**src/rtl/regbus_pkg.sv**
```systemverilog
package regbus_pkg;
  localparam int BYTE_W = 8;

  typedef enum logic [3:0] {
    ST_IDLE, ST_DEV, ST_DEV_ACK, ST_SUB, ST_SUB_ACK,
    ST_WR, ST_WR_ACK, ST_RD, ST_RD_ACK, ST_SKIP
  } busState_e;

  // strobes from control to datapath, at most a few active per cycle
  typedef struct packed {
    logic shiftIn;   // take the sampled SDA bit, count it
    logic bitInc;    // count a transmitted bit
    logic bitClr;    // restart the bit counter
    logic loadTx;    // load read data and start driving it
    logic shiftTx;   // advance to the next transmit bit
    logic latchPtr;  // received byte becomes the pointer
    logic wrByte;    // received byte goes to the register bank
    logic incPtr;    // a byte was sent, advance the pointer
    logic ackOn;     // pull SDA low for acknowledge
    logic relOe;     // stop driving SDA
  } dpCmd_t;
endpackage

```
**src/rtl/regbus_i2c_ctrl.sv**
```systemverilog
module regbus_i2c_ctrl
  import regbus_pkg::*;
#(
  parameter logic [6:0] DEV_ADDR = 7'b1000011,
  parameter int         SYNC_W   = 2
) (
  input  logic      clk,
  input  logic      rstN,
  input  logic      scl,
  input  logic      sda,
  input  logic [3:0] bitCnt,
  input  logic [7:0] rxByte,
  output dpCmd_t    cmd,
  output logic      sdaSync,
  output busState_e state,
  output logic      stopEv
);
  localparam logic [3:0] LAST_BIT = 4'(BYTE_W - 1);
  localparam logic [3:0] FULL_CNT = 4'(BYTE_W);

  logic [SYNC_W:0] sclQ, sdaQ;
  logic sclCur, sclPrev, sdaCur, sdaPrev;
  logic sclRise, sclFall, startEv;
  logic rwQ, ackHalf;
  logic nextRw, nextHalf;
  busState_e nextState;

  always_ff @(posedge clk) begin
    if (!rstN) begin
      sclQ <= '1;
      sdaQ <= '1;
    end else begin
      sclQ <= {sclQ[SYNC_W-1:0], scl};
      sdaQ <= {sdaQ[SYNC_W-1:0], sda};
    end
  end

  assign sclCur  = sclQ[SYNC_W-1];
  assign sclPrev = sclQ[SYNC_W];
  assign sdaCur  = sdaQ[SYNC_W-1];
  assign sdaPrev = sdaQ[SYNC_W];
  assign sdaSync = sdaCur;

  assign sclRise = sclCur & ~sclPrev;
  assign sclFall = ~sclCur & sclPrev;
  assign startEv = sclCur & sclPrev & sdaPrev & ~sdaCur;
  assign stopEv  = sclCur & sclPrev & ~sdaPrev & sdaCur;

  always_comb begin
    cmd       = '0;
    nextState = state;
    nextHalf  = ackHalf;
    nextRw    = rwQ;
    if (startEv) begin
      nextState  = ST_DEV;
      nextHalf   = 1'b0;
      cmd.bitClr = 1'b1;
      cmd.relOe  = 1'b1;
    end else if (stopEv) begin
      nextState = ST_IDLE;
      nextHalf  = 1'b0;
      cmd.relOe = 1'b1;
    end else begin
      unique case (state)
        ST_DEV: if (sclRise) begin
          cmd.shiftIn = 1'b1;
          if (bitCnt == LAST_BIT) begin
            if (rxByte[7:1] == DEV_ADDR) begin
              nextState = ST_DEV_ACK;
              nextRw    = rxByte[0];
            end else begin
              nextState = ST_SKIP;
            end
          end
        end
        ST_SUB: if (sclRise) begin
          cmd.shiftIn = 1'b1;
          if (bitCnt == LAST_BIT) begin
            cmd.latchPtr = 1'b1;
            nextState    = ST_SUB_ACK;
          end
        end
        ST_WR: if (sclRise) begin
          cmd.shiftIn = 1'b1;
          if (bitCnt == LAST_BIT) begin
            cmd.wrByte = 1'b1;
            nextState  = ST_WR_ACK;
          end
        end
        ST_DEV_ACK, ST_SUB_ACK, ST_WR_ACK: if (sclFall) begin
          if (!ackHalf) begin
            cmd.ackOn = 1'b1;
            nextHalf  = 1'b1;
          end else begin
            nextHalf = 1'b0;
            if (state == ST_DEV_ACK && rwQ) begin
              cmd.loadTx = 1'b1;
              nextState  = ST_RD;
            end else begin
              cmd.relOe  = 1'b1;
              cmd.bitClr = 1'b1;
              nextState  = (state == ST_DEV_ACK) ? ST_SUB : ST_WR;
            end
          end
        end
        ST_RD: begin
          if (sclRise) cmd.bitInc = 1'b1;
          if (sclFall) begin
            if (bitCnt == FULL_CNT) begin
              cmd.relOe  = 1'b1;
              cmd.incPtr = 1'b1;
              nextState  = ST_RD_ACK;
            end else begin
              cmd.shiftTx = 1'b1;
            end
          end
        end
        ST_RD_ACK: begin
          if (sclRise && sdaCur) nextState = ST_SKIP;
          else if (sclFall) begin
            cmd.loadTx = 1'b1;
            nextState  = ST_RD;
          end
        end
        default: ;
      endcase
    end
  end

  always_ff @(posedge clk) begin
    if (!rstN) begin
      state   <= ST_IDLE;
      rwQ     <= 1'b0;
      ackHalf <= 1'b0;
    end else begin
      state   <= nextState;
      rwQ     <= nextRw;
      ackHalf <= nextHalf;
    end
  end
endmodule

```
**src/rtl/regbus_i2c_dp.sv**
```systemverilog
module regbus_i2c_dp
  import regbus_pkg::*;
#(
  parameter int ADDR_W = 8
) (
  input  logic              clk,
  input  logic              rstN,
  input  dpCmd_t            cmd,
  input  logic              sdaBit,
  input  logic [BYTE_W-1:0] regRdata,
  output logic [BYTE_W-1:0] rxByte,
  output logic [3:0]        bitCnt,
  output logic [ADDR_W-1:0] regAddr,
  output logic [BYTE_W-1:0] regWdata,
  output logic              regWe,
  output logic              sdaOe
);
  logic [BYTE_W-1:0] shReg;
  logic ackQ, txEn;

  assign rxByte = {shReg[BYTE_W-2:0], sdaBit};
  assign sdaOe  = ackQ | (txEn & ~shReg[BYTE_W-1]);

  always_ff @(posedge clk) begin
    if (!rstN) begin
      shReg    <= '0;
      bitCnt   <= '0;
      regAddr  <= '0;
      regWdata <= '0;
      regWe    <= 1'b0;
      ackQ     <= 1'b0;
      txEn     <= 1'b0;
    end else begin
      regWe <= cmd.wrByte;

      if (cmd.shiftIn)      shReg <= rxByte;
      else if (cmd.loadTx)  shReg <= regRdata;
      else if (cmd.shiftTx) shReg <= {shReg[BYTE_W-2:0], 1'b0};

      if (cmd.bitClr || cmd.loadTx)      bitCnt <= '0;
      else if (cmd.shiftIn || cmd.bitInc) bitCnt <= bitCnt + 4'd1;

      if (cmd.latchPtr)             regAddr <= rxByte[ADDR_W-1:0];
      else if (cmd.incPtr || regWe) regAddr <= regAddr + 1'b1;

      if (cmd.wrByte) regWdata <= rxByte;

      if (cmd.relOe) begin
        ackQ <= 1'b0;
        txEn <= 1'b0;
      end else if (cmd.ackOn) begin
        ackQ <= 1'b1;
      end else if (cmd.loadTx) begin
        ackQ <= 1'b0;
        txEn <= 1'b1;
      end
    end
  end
endmodule

```
**src/rtl/regbus_i2c_slave.sv**
```systemverilog
module regbus_i2c_slave
  import regbus_pkg::*;
#(
  parameter logic [6:0] DEV_ADDR = 7'b1000011,
  parameter int         ADDR_W   = 8,
  parameter int         SYNC_W   = 2
) (
  input  logic              clk,
  input  logic              rstN,
  input  logic              scl,
  input  logic              sdaIn,
  output logic              sdaOe,
  output logic [ADDR_W-1:0] regAddr,
  output logic [7:0]        regWdata,
  output logic              regWe,
  input  logic [7:0]        regRdata
);
  dpCmd_t    cmd;
  busState_e busState;
  logic      stopEv, sdaSync;
  logic [3:0] bitCnt;
  logic [7:0] rxByte;

  regbus_i2c_ctrl #(.DEV_ADDR(DEV_ADDR), .SYNC_W(SYNC_W)) i_ctrl (
    .clk(clk), .rstN(rstN), .scl(scl), .sda(sdaIn),
    .bitCnt(bitCnt), .rxByte(rxByte), .cmd(cmd),
    .sdaSync(sdaSync), .state(busState), .stopEv(stopEv)
  );

  regbus_i2c_dp #(.ADDR_W(ADDR_W)) i_dp (
    .clk(clk), .rstN(rstN), .cmd(cmd), .sdaBit(sdaSync),
    .regRdata(regRdata), .rxByte(rxByte), .bitCnt(bitCnt),
    .regAddr(regAddr), .regWdata(regWdata), .regWe(regWe), .sdaOe(sdaOe)
  );
endmodule

```
**config.mk**
```make
export PLATFORM = sky130hd
export DESIGN_NAME = regbus_i2c_slave
export DESIGN_NICKNAME = d
export VERILOG_FILES = /design/src/rtl/regbus_pkg.sv /design/src/rtl/regbus_i2c_ctrl.sv /design/src/rtl/regbus_i2c_dp.sv /design/src/rtl/regbus_i2c_slave.sv
export SDC_FILE = /design/constraint.sdc
export NUM_CORES = 1
export LEC_CHECK = 0
export BUFFER_PORTS_ARGS = -buffer_cell sky130_fd_sc_hd__clkbuf_2
export CORE_AREA = 2 2 67 69
export DETAILED_ROUTE_END_ITERATION = 8
export DIE_AREA = 0 0 69 71
export PLACE_DENSITY = 0.75
export SYNTH_ARGS = -nofsm -noshare
export SYNTH_HDL_FRONTEND = slang
export SYNTH_SLANG_ARGS = --single-unit
```
**constraint.sdc**
```tcl
create_clock -name clk -period 2.2 [get_ports clk]
set_clock_uncertainty 0.15 [all_clocks]
set_input_delay 0.33 -clock clk [delete_from_list [all_inputs] [get_ports clk]]
set_output_delay 0.33 -clock clk [all_outputs]
set_load 0.02 [all_outputs]
```
**Yosys cells after proc, flatten, opt, wreduce, memory -nomap -nowiden**

Cells that the tools add are included.

- $add $sub $neg: 2
- Multiply operators: 0
- Divide/modulo/power cells: 0
- Order comparisons: 0
- Eq/ne operators: 33
- Shifts and indexed selects: 0
- Mux-type cells: 57
- Bitwise logic cells: 18
- Reductions and logical operators: 20

Operator list:

| kind | count |
|---|---|
| $mux 4 | 14 |
| $mux 8 | 5 |
| $ne 4x1->1 const B | 10 |
| $mux 1 | 28 |
| $pmux 4 s6 | 1 |
| $reduce_and 12->1 | 2 |
| $eq 4x3->1 const B | 5 |
| $ne 2x1->1 const B | 10 |
| $mux 9 | 1 |
| $not 1->1 | 9 |
| $reduce_or 3->1 | 3 |
| $add 8x1->8 const B | 1 |
| $and 1x1->1 | 8 |
| $eq 4x2->1 const B | 2 |
| $eq 4x4->1 const B | 2 |
| $mux 2 | 4 |
| $reduce_bool 8->1 | 1 |
| $eq 7x7->1 const B | 1 |
| $mux 6 | 1 |
| $reduce_and 6->1 | 1 |
| $reduce_bool 6->1 | 1 |
| $ne 5x1->1 const B | 1 |
| $add 4x1->4 const B | 1 |
| $eq 4x1->1 const B | 1 |
| 10 further kinds | 17 |

- Flip-flop bits (word level): 43
- Bits in latches: 0
- Bits in writable memories: 0
- Bits in read-only memories: 0
- Input bits: 12
- Output and inout port bits: 18
- Logic and storage cells: 143
- Memories: 0

**Depth between registers and ports, before layout**

Gate-level depths: netlist (run 1).

- Depth in word-level cells: 11
- Depth in mapped cells: 9
- Gate-level depth less buffers: 7

**Hierarchy**

Synthesis (run 1) repeated with hierarchy kept, for this count alone.

- Cells, all modules: 273
- Area total of the unflattened synthesis: 2412.3 µm²

Modules (own cells, without submodules):

| module | instances | cells an instance | area an instance (µm²) | seq. area each (µm²) |
|---|---|---|---|---|
| regbus_i2c_dp | 1 | 155 | 1436.4 | 620.6 |
| regbus_i2c_ctrl | 1 | 118 | 975.9 | 240.2 |

**Worst setup path before layout (run 1)**

OpenSTA, ideal clock, no wires.

- Path kind: register to register
- From: register i_ctrl.state[2]
- To: register i_ctrl.state[2]
- Library setup time: 0.125 ns
- Arrival time: 1.752 ns
- Slack: 0.173 ns
- Cell stages (with the launch flop): 6
- Cell sequence: dfxtp_1 > buf_6 > or4b_4 > a221o_1 > a2111oi_2 > nor3_1

- Cells in the longest elaborated chain, start to end: 6
- Elaborated cells on any way between the ends: 28
- Classes of those cells: 19 x eq/ne; 5 x mux; 4 x reduce/logical

RTL lines:

| item | RTL line | source |
|---|---|---|
| start, declared | regbus_i2c_ctrl.sv:15 | `output busState_e state,` |
| start signal, assigned | regbus_i2c_ctrl.sv:136 | `state <= nextState;` |
| $eq 4x2->1 | regbus_i2c_ctrl.sv:64, regbus_i2c_ctrl.sv:96, regbus_i2c_ctrl.sv:102 |  |
| $mux 3 or $logic_and 1x1->1 (tied branches) | regbus_i2c_ctrl.sv:102, regbus_i2c_ctrl.sv:96 |  |
| $mux 4 | regbus_i2c_ctrl.sv:96 | `if (state == ST_DEV_ACK && rwQ) begin` |
| $mux 4 | regbus_i2c_ctrl.sv:91 | `if (!ackHalf) begin` |
| $mux 4 | regbus_i2c_ctrl.sv:90 | `ST_DEV_ACK, ST_SUB_ACK, ST_WR_ACK: if (sclFall) begin` |
| $pmux 4 s6 | regbus_i2c_ctrl.sv:64 | `unique case (state)` |

Parallel ways exist; a longest one is shown, timed or not. The select of a mux whose other input is x is not followed.
A chain may end at the register's enable or synchronous reset.

**Final worst setup path (run 1)**

- From: register i_ctrl.state[3]
- To: register i_dp.shReg[3]

- Cells in the longest elaborated chain, start to end: 10
- Elaborated cells on any way between the ends: 23
- Classes of those cells: 8 x eq/ne; 11 x mux; 4 x reduce/logical

RTL lines:

| item | RTL line | source |
|---|---|---|
| $eq 4x2->1 | regbus_i2c_ctrl.sv:64, regbus_i2c_ctrl.sv:96 |  |
| $logic_and 1x1->1 | regbus_i2c_ctrl.sv:96 |  |
| $mux 1 | regbus_i2c_ctrl.sv:96 |  |
| $mux 2 | regbus_i2c_ctrl.sv:91 |  |
| $mux 2 | regbus_i2c_ctrl.sv:90 |  |
| $pmux 1 s2 | regbus_i2c_ctrl.sv:64 |  |
| $mux 9 (*) | regbus_i2c_ctrl.sv:59 | `end else if (stopEv) begin` |
| $mux 6 | regbus_i2c_ctrl.sv:54 | `if (startEv) begin` |
| $mux 8 | regbus_i2c_dp.sv:37 | `else if (cmd.loadTx) shReg <= regRdata;` |
| $mux 8 | regbus_i2c_dp.sv:36 | `if (cmd.shiftIn) shReg <= rxByte;` |
| end signal, assigned | regbus_i2c_dp.sv:36 |  |
| end signal, assigned | regbus_i2c_dp.sv:37 |  |
| end signal, assigned | regbus_i2c_dp.sv:38 | `else if (cmd.shiftTx) shReg <= {shReg[BYTE_W-2:0], 1'b0};` |
| end, declared | regbus_i2c_dp.sv:18 | `logic [BYTE_W-1:0] shReg;` |

Every way passes the cells marked *; elsewhere a longest branch is shown, timed or not.

==> run summary, run 1 <==
Outcome = completed
Slew HR = 67.3%
Routed length per placed instance = 14.2 um
DRC violations left = 0
CP Data Arrival Time = 2.08 ns
Design Area, Final = 2550 sq um
Post-synthesis sequential area ratio = 38.6%
Number of routed nets with antenna violations = 0
Critical path's most frequent cell = buf_4
Clock tree buffer depth = 2
ANT cells = 0
Final wirelength = 4830 um
Cell area after synthesis = 2230 sq um
Syn Area/Cell = 8.75 sq um
Max Cap Viol = 0
CTS tree = done
Tot Pwr = 1910 uW
Buffers on Ports = 29
CP max FO = 8
Slew Limit Fails = 0
Leak = 0.00103 uW
Critical path's largest stage delay = 0.40 ns
Placed Area = 2450 sq um
Fin crit period = 2.04 ns
Rows = 24
Slowest cell on the critical path = nor2b_1
Top-count cell post-synth = dfxtp_1
Psw = 632 uW
Post-synth ARST share = 0%
Worst slew pin tran = 0.491 ns
Clock latency on the worst-skew pair = 0.30 ns
Syn_nets = 270
Io pins = 30
Post-synth top cells = dfxtp_1 (43), nor2_1 (24), a21oi_1 (19)
VDD IR-drop max = 0.000375 V
RePlAce Congestion = 0.959
Starting Density = 53.1%
Ys Warns = 0
First-pass GRT wire length = 8230 um
Dpl ws = 0.136 ns
Cts hold-fix bufs = 0
Area contributors post-synth = dfxtp_1 (39%), mux2i_1 (7.2%), a21oi_1 (4.3%)
Synth cell types = 57
Die span in x = 69 um
Comb power frac = 28.9%
CP endpoint kind = register
Layout Nets = 302
Via density = 5.66
Clock transition at the registers of the reported paths = 0.08 ns
Synth area leader = dfxtp_1
Pwr/cell area = 748 nW/um^2
CTS H-tree depth = 2
Final Cycle Share = 92.8%
CP cell instances = buf_4 -> nand4b_1 -> nor2b_1 -> a22oi_2 -> buf_4 -> mux2i_1 -> a21oi_1
Cts bufs inserted = 5
Yosys reg bits = 43
Cells after synthesis = 255
Startpoint type of the worst setup path = register
Setup Crit Path Kind = reg -> reg
Initial antenna violation count = 0
Initial DRC count = 176
Share of post-route cells with drive strength above 1 = 21.2%
Routed vias = 1923
Peak Freq = 490 MHz
Total GRT Usage = 20.7%
Initial DRT Pass Iterations = 4
Post-synth EDFFs = 0
Flop pwr share = 45.0%
Detail Placement HPWL = 3530 um
Final hold vios = 0
Global route overflow = 0
Hold crit path type = in -> reg
Clock power share = 26.1%
Vias in the first global route = 1747
Share of the synthesized area in the top cell type = 38.6%
Final Util = 60.7%
Net Sw Frac = 33.1%
Placeable Area = 4200 sq um
# clock sinks = 43
Dominant synthesized flop cell = dfxtp_1
Die Y = 71 um
Area growth syn-to-layout = 14.4%
Post-route worst setup slack = 0.159 ns
CTS root buf = clkbuf_8
Die ar. = 4900 sq um
Count of final setup violators = 0
Final Hold Slack = 0.0597 ns
WP data required = 2.24 ns
Largest net degree at the start of global routing = 19
Int Power = 1280 uW
placed cells by master (no fill, tap or decap), types with 3 or more instances in the layout:
master,Yosys,routed
xnor2_1,4,4
clkbuf_8,0,5
buf_4,1,14
nand2b_1,10,10
nor3b_1,4,3
nand4_1,6,6
xor2_1,8,8
ha_1,3,3
nand3_1,5,5
a211oi_1,4,4
nand4b_1,3,3
dfxtp_1,43,42
nor3_1,5,5
mux2i_1,16,16
nand2_1,12,12
nor2_1,24,24
clkbuf_2,1,29
nor2b_1,6,6
a21oi_1,19,19
o21ai_0,18,18
inv_1,7,7
power by group through the flow:
stage | Clock (uW) | Sequential, uW | Combinational, uW
3_5_place_dp | 0 | 873 | 541
3_3_place_gp | 0 | 873 | 531
4_1_cts | 512 | 855 | 545
2_1_floorplan | 0 | 852 | 438
5_1_grt | 538 | 864 | 608
6_report | 499 | 858 | 552
what timing repair did:
| item | CTS | global route |
|---|---|---|
| resized for setup | 0 | 3 |
| endpoints found under the setup margin | 0 | 2 |
| setup buffers | 0 | 1 |
cell families after synthesis:
kind of cell             synth area share (%)
AND/OR/NAND/NOR                          23.6
AO/OA/AOI/OAI                            18.9
flip-flops                               38.6
buffers and inverters                    5.38
multiplexers                             7.17
XOR/XNOR                                 4.71
adder cells (fa/ha/maj)                  1.68
final timing paths:
check,startpoint,to,slack (ns),cells after the start
worst min-delay path,sdaIn,i_ctrl.sdaQ[0]$_SDFF_PN1_,0.06,2
worst min register to register,i_ctrl.sclQ[0]$_SDFF_PN1_,i_ctrl.sclQ[1]$_SDFF_PN1_,0.26,1
worst max register to register,i_ctrl.state[3]$_SDFFE_PP0P_,i_dp.shReg[3]$_SDFFE_PN0P_,0.16,7
worst max-delay path,i_ctrl.state[3]$_SDFFE_PP0P_,i_dp.shReg[3]$_SDFFE_PN0P_,0.16,7
flip-flops by register name, summed over array words and instances (netlist names):
signal          cells
i_ctrl.ackHalf      1
i_ctrl.rwQ          1
i_ctrl.sclQ         3
i_ctrl.sdaQ         3
i_ctrl.state        4
i_dp.ackQ           1
i_dp.bitCnt         4
i_dp.regAddr        8
i_dp.regWdata       8
i_dp.regWe          1
i_dp.shReg          8
i_dp.txEn           1
cell type report:
cell class,instances,area (sq um)
clock buffers,6,72.6
clock inverters,2,12.5
fillers,380,1650
inverters,7,26.3
multi-input cells,187,1260
flip-flops and latches,43,862
well taps,52,65.1
repair buffers,43,250
routing by layer:
metal  wire length, um  up-vias  global-route usage, %
met1              2400      882                   29.3
met5                 0        -                      0
met3               211        9                   4.42
li1                  -      985                      -
met2              2110       47                   30.6
met4               109        0                   8.93
critical path, delay by kind of cell, from the launching register on:
kind | cells | cell delay, ns
compound gates | 2 | 0.16
buf+inv | 2 | 0.37
flops | 1 | 0.36
mux | 1 | 0.15
simple gates | 2 | 0.74
through the flow:
stage,TNS (ns),instances
finish,0,340
global route,-0.0110,340
CTS,0,339
detailed placement,0,331
global placement,0,331
floorplan,0,255
No activity file was read; power rests on OpenSTA's default activity.
==> inputs of run 2 (changes only) <==
- clock period: 2.2 -> 2 ns (I/O delays scaled with it)
==> run 2 against run 1 <==
  * Die area is the same
  * Setup slack lost 0.15 ns
  * Power grew 28%
  * Fmax grew 2.5%
  * Core utilization grew 7.4 points
  * Sequential power grew 11%
  * Routed wire length grew 20%
  * Critical path depth grew 1
  * Cell count grew 7.4%
  * Via count grew 9.4%
  * Largest power group unchanged
==> run summary, run 2 (synthesis results as in run 1) <==
Layout Cells excl Fill = 365
Slew HR = 76.4%
Leak = 0.00121 uW
R2R setup slack = 0.01 ns
RePlAce Congestion = 0.988
Hold crit path type = in -> reg
Startpoint type of the worst setup path = register
Total GRT Usage = 24.2%
Largest net degree at the start of global routing = 18
Final Hold Slack = 0.0299 ns
Buffers on Ports = 29
Outcome = completed
Post-route worst setup slack = 0.00972 ns
Initial antenna violation count = 0
WP data required = 2.07 ns
Placed Area = 2590 sq um
Clock transition at the registers of the reported paths = 0.08 ns
Via density = 5.76
Count of final setup violators = 0
CP endpoint kind = register
Starting Density = 53.1%
Number of fill cells = 353
Unrepaired setup endpoints after global routing = true
Final Util = 68.1%
Layout Nets = 327
Area growth syn-to-layout = 28.3%
Cts bufs inserted = 5
Most common cell after layout, fill and taps aside = dfxtp_1
Most frequent cells in the layout = dfxtp_1 (38), buf_4 (36), clkbuf_2 (29)
Top Registers = i_dp.regAddr x8, i_dp.regWdata x8, i_dp.shReg x8
Worst slew pin tran = 0.351 ns
Io pins = 30
Slew Limit Fails = 0
Max Cap Viol = 0
Multi-input logic area = 1330 sq um
Routed vias = 2103
CP max FO = 3
Design Area, Final = 2860 sq um
Peak Freq = 502 MHz
CP Data Arrival Time = 2.06 ns
Rows = 24
Initial DRT Pass Iterations = 4
ANT cells = 0
Fin crit period = 1.99 ns
Initial DRC count = 124
Dpl ws = -0.0287 ns
CTS tree = done
DRC violations left = 0
Final wirelength = 5780 um
Die span in x = 69 um
Final Cycle Share = 99.5%
First-pass GRT wire length = 9410 um
CTS root buf = clkbuf_8
Clock latency on the worst-skew pair = 0.30 ns
Detail Placement HPWL = 3990 um
Vias in the first global route = 1980
Clock tree buffer depth = 2
Global route overflow = 0
Pwr/cell area = 851 nW/um^2
# clock sinks = 43
Placeable Area = 4200 sq um
Final hold vios = 0
Setup Crit Path Kind = reg -> reg
Number of routed nets with antenna violations = 0
CTS H-tree depth = 2
Die ar. = 4900 sq um
Share of post-route cells with drive strength above 1 = 33.5%
Routed length per placed instance = 15.8 um
FF+latch area = 867 sq um
Placed insts = 348
Die Y = 71 um
VDD IR-drop max = 0.000601 V
run 2: per-stage QoR:
step / total power, uW / setup TNS (ns)
2_1_floorplan: 1420 / 0
3_3_place_gp: 1640 / -0.0357
3_5_place_dp: 1630 / -0.0619
4_1_cts: 2310 / -0.0220
5_1_grt: 2550 / -0.322
6_report: 2440 / 0
run 2: metal layers:
metal	track usage (%)	part of all wire, %
met1	31.8	45
met2	38.5	46
met3	5.41	6.1
met4	10.2	2.8
met5	0	0
run 2: cell type report:
class / instances / share of cell area [%]
clock buffer: 5 / 2.40
inverter: 7 / 0.918
tap: 52 / 2.27
multi-input combinational: 187 / 46.3
timing repair buffer: 68 / 16.3
clock inverter: 3 / 1.53
sequential: 43 / 30.3
run 2: where the power goes:
part           switching, uW  internal (uW)  total [uW]
clock                    313            372         685
combinational            423            379         802
sequential              48.3            901         949
total                    784           1650        2440
run 2: what timing repair did:
item                                    4_1_cts  5_1_grt
buffers inserted                              1        8
endpoints found under the setup margin       14       28
pin swaps                                     1        7
hold buffers                                  0        0
resized for setup                             3       22
run 2: worst paths after layout:
path                                             startpoint                           end  cells after the start
worst max-delay path            i_dp.bitCnt[0]$_SDFFE_PP0P_  i_dp.regAddr[7]$_SDFFE_PN0P_                      8
worst min-delay path                                    scl     i_ctrl.sclQ[0]$_SDFF_PN1_                      2
worst max register to register  i_dp.bitCnt[0]$_SDFFE_PP0P_  i_dp.regAddr[7]$_SDFFE_PN0P_                      8
worst min register to register    i_ctrl.sdaQ[0]$_SDFF_PN1_     i_ctrl.sdaQ[1]$_SDFF_PN1_                      1
run 2: worst max-delay path: stages, from the launching register on:
cell,delay [ns]
dfxtp_2,0.35
inv_2,0.07
ha_4,0.12
nand3b_1,0.19
buf_4,0.21
o31a_1,0.31
nor3b_2,0.23
xnor2_1,0.11
a211oi_1,0.19
==> inputs of run 3 (changes only) <==
- CORE_AREA: 2 2 67 69 -> 2 2 78 80
- DIE_AREA: 0 0 69 71 -> 0 0 80 82
- PLACE_DENSITY: 0.75 -> not set
==> run 3 against run 2 <==
  * The run now ends with setup timing left
  * Worst hold slack gained 0.0070 ns
  * Power fell by 8.0%
  * Largest cell class unchanged
  * Sequential cell count unchanged
  * Routed wire length decreased by 3.4%
  * Clock power shrank 21%
  * Critical endpoint is now i_ctrl.state[2]$_SDFFE_PP0P_
  * Sequential share of layout area grew 0.51 points
  * Design area shrank 1.5%
==> run summary, run 3 (synthesis results as in run 1) <==
Setup Crit Path Kind = reg -> reg
Die Y = 82 um
First-pass GRT wire length = 9050 um
CTS H-tree depth = 2
Number of routed nets with antenna violations = 0
Clock transition at the registers of the reported paths = 0.09 ns
ANT cells = 0
Io pins = 30
Int Power = 1500 uW
Slew Limit Fails = 0
Final hold vios = 0
Area growth syn-to-layout = 26.3%
Clock latency on the worst-skew pair = 0.30 ns
Largest net degree at the start of global routing = 21
Leak = 0.00116 uW
Detail Placement HPWL = 4070 um
Levels on crit path = 4
Routed length per placed instance = 14.5 um
Pwr/cell area = 795 nW/um^2
Multi-input logic area = 1310 sq um
Placeable Area = 5750 sq um
Delay-heaviest family, CP = compound AO/OA/AOI/OAI gates
Startpoint type of the worst setup path = register
Initial antenna violation count = 0
Clock tree buffer depth = 2
Final Util = 49.1%
Buffers on Ports = 29
Clock power share = 24.3%
Top Registers = i_dp.regAddr x8, i_dp.regWdata x8, i_dp.shReg x8
Met1 Routed Length = 2740 um
Fin crit period = 2.00 ns
Via density = 5.23
Die span in x = 80 um
Starting Density = 38.9%
Design Area, Final = 2820 sq um
Vias in the first global route = 1818
Layout Cells excl Fill = 385
CTS tree = done
DR top layer = met4
R2R setup slack = -0.003 ns
Global route overflow = 0
Max Cap Viol = 0
Slowest cell on the critical path = or4b_4
Flop pwr share = 42.3%
Final Cycle Share = 100%
Most frequent cells in the layout = dfxtp_1 (39), buf_4 (33), clkbuf_2 (29)
Net Sw Frac = 33.3%
Total GRT Usage = 17.8%
CTS root buf = clkbuf_8
Placed insts = 373
Count of final setup violators = 1
Initial DRC count = 145
FF+latch area = 868 sq um
Worst slew pin tran = 0.552 ns
Worst r2r src = i_ctrl.state[0]$_SDFFE_PN0P_
Routed vias = 2015
# clock sinks = 43
Psw = 746 uW
Cts bufs inserted = 5
Critical path's largest stage delay = 0.60 ns
Met2 WL = 2600 um
CP max FO = 5
CP endpoint kind = register
Worst setup endpoint = i_ctrl.state[2]$_SDFFE_PP0P_
WP data required = 2.04 ns
Die ar. = 6560 sq um
WP buf/inv = 0
DRC violations left = 0
Critical R2R Capture = i_ctrl.state[2]$_SDFFE_PP0P_
Setup tns final = -0.00291 ns
RePlAce Congestion = 0.890
Met3 WL post-DR = 173 um
CP cell instances = or4b_4 -> a221o_1 -> a2111oi_2 -> nor3_1
Worst r2r path cells = 4
Initial DRT Pass Iterations = 4
Comb power frac = 33.4%
Share of post-route cells with drive strength above 1 = 31.0%
Most common cell after layout, fill and taps aside = dfxtp_1
Slew HR = 63.2%
Failing checks = setup timing
Final wirelength = 5590 um
Layout Nets = 324
Hold crit path type = in -> reg
Placed Area = 2630 sq um
Post-route worst setup slack = -0.00291 ns
Rows = 28
CP Data Arrival Time = 2.04 ns
Critical path launch point = i_ctrl.state[0]$_SDFFE_PN0P_
Unrepaired setup endpoints after global routing = true
Outcome = finished, violations left
Peak Freq = 499 MHz
Dpl ws = -0.0197 ns
VDD IR-drop max = 0.000548 V
Number of fill cells = 568
-- run 3: changes by cell type in the layout (fill, tap and decap cells not counted), sizes merged --
cell	previous run	this run
clkinv	2	1
clkinvlp	0	1
bufinv	1	0
clkbuf	34	35
buf	39	36
-- run 3: layout make-up --
class                      instances  share of cell area (%)
tap                               75                    3.33
sequential                        43                    30.8
clock buffer                       6                    2.57
timing repair buffer              65                    15.4
multi-input combinational        187                    46.5
inverter                           7                   0.932
clock inverter                     2                   0.444
-- run 3: worst min-delay path by stage --
stage	startpoint	to	slack [ns]	cells past startpoint
6_report	scl	i_ctrl.sclQ[0]$_SDFF_PN1_	0.04	2
5_1_grt	scl	i_ctrl.sclQ[0]$_SDFF_PN1_	0.04	2
4_1_cts	scl	i_ctrl.sclQ[0]$_SDFF_PN1_	0.03	2
3_5_place_dp	i_ctrl.sclQ[0]$_SDFF_PN1_	i_ctrl.sclQ[1]$_SDFF_PN1_	0.24	1
3_3_place_gp	i_ctrl.sdaQ[0]$_SDFF_PN1_	i_ctrl.sdaQ[1]$_SDFF_PN1_	0.24	1
2_1_floorplan	i_ctrl.sclQ[0]$_SDFF_PN1_	i_ctrl.sclQ[1]$_SDFF_PN1_	0.24	1
-- run 3: layer usage --
layer | vias to the layer above | global-route usage [%]
li1 | 1028 | -
met1 | 939 | 25.7
met2 | 42 | 26.3
met3 | 6 | 3.63
met4 | 0 | 5.93
met5 | - | 0
-- run 3: worst reg2reg max path, delay by kind of cell (launching register included) --
| family | cells | cell delay [ns] |
|---|---|---|
| flip-flops | 1 | 0.35 |
| AO/OA/AOI/OAI | 2 | 0.72 |
| AND/OR/NAND/NOR | 2 | 0.67 |
-- run 3: per-stage QoR --
stage | hold slack, ns | total power (uW)
final | 0.0369 | 2240
after detailed placement | 0.242 | 1630
after global placement | 0.238 | 1630
after global routing | 0.0378 | 2370
after floorplan | 0.236 | 1420
after CTS | 0.0344 | 2210
-- run 3: power by group through the flow --
stage / clock, uW / combinational [uW] / sequential [uW]
final: 544 / 749 / 948
after CTS: 560 / 705 / 944
after global placement: 0 / 673 / 959
after floorplan: 0 / 482 / 937
after detailed placement: 0 / 670 / 963
after global routing: 595 / 823 / 954
-- run 3: what timing repair did --
item | 4_1_cts | 5_1_grt
buffers inserted | 1 | 2
endpoints found under the hold margin | 0 | 0
gates resized for setup | 4 | 20
cloned | 0 | 1
hold buffers | 0 | 0
setup endpoints to repair | 2 | 28
pin swaps | 1 | 7
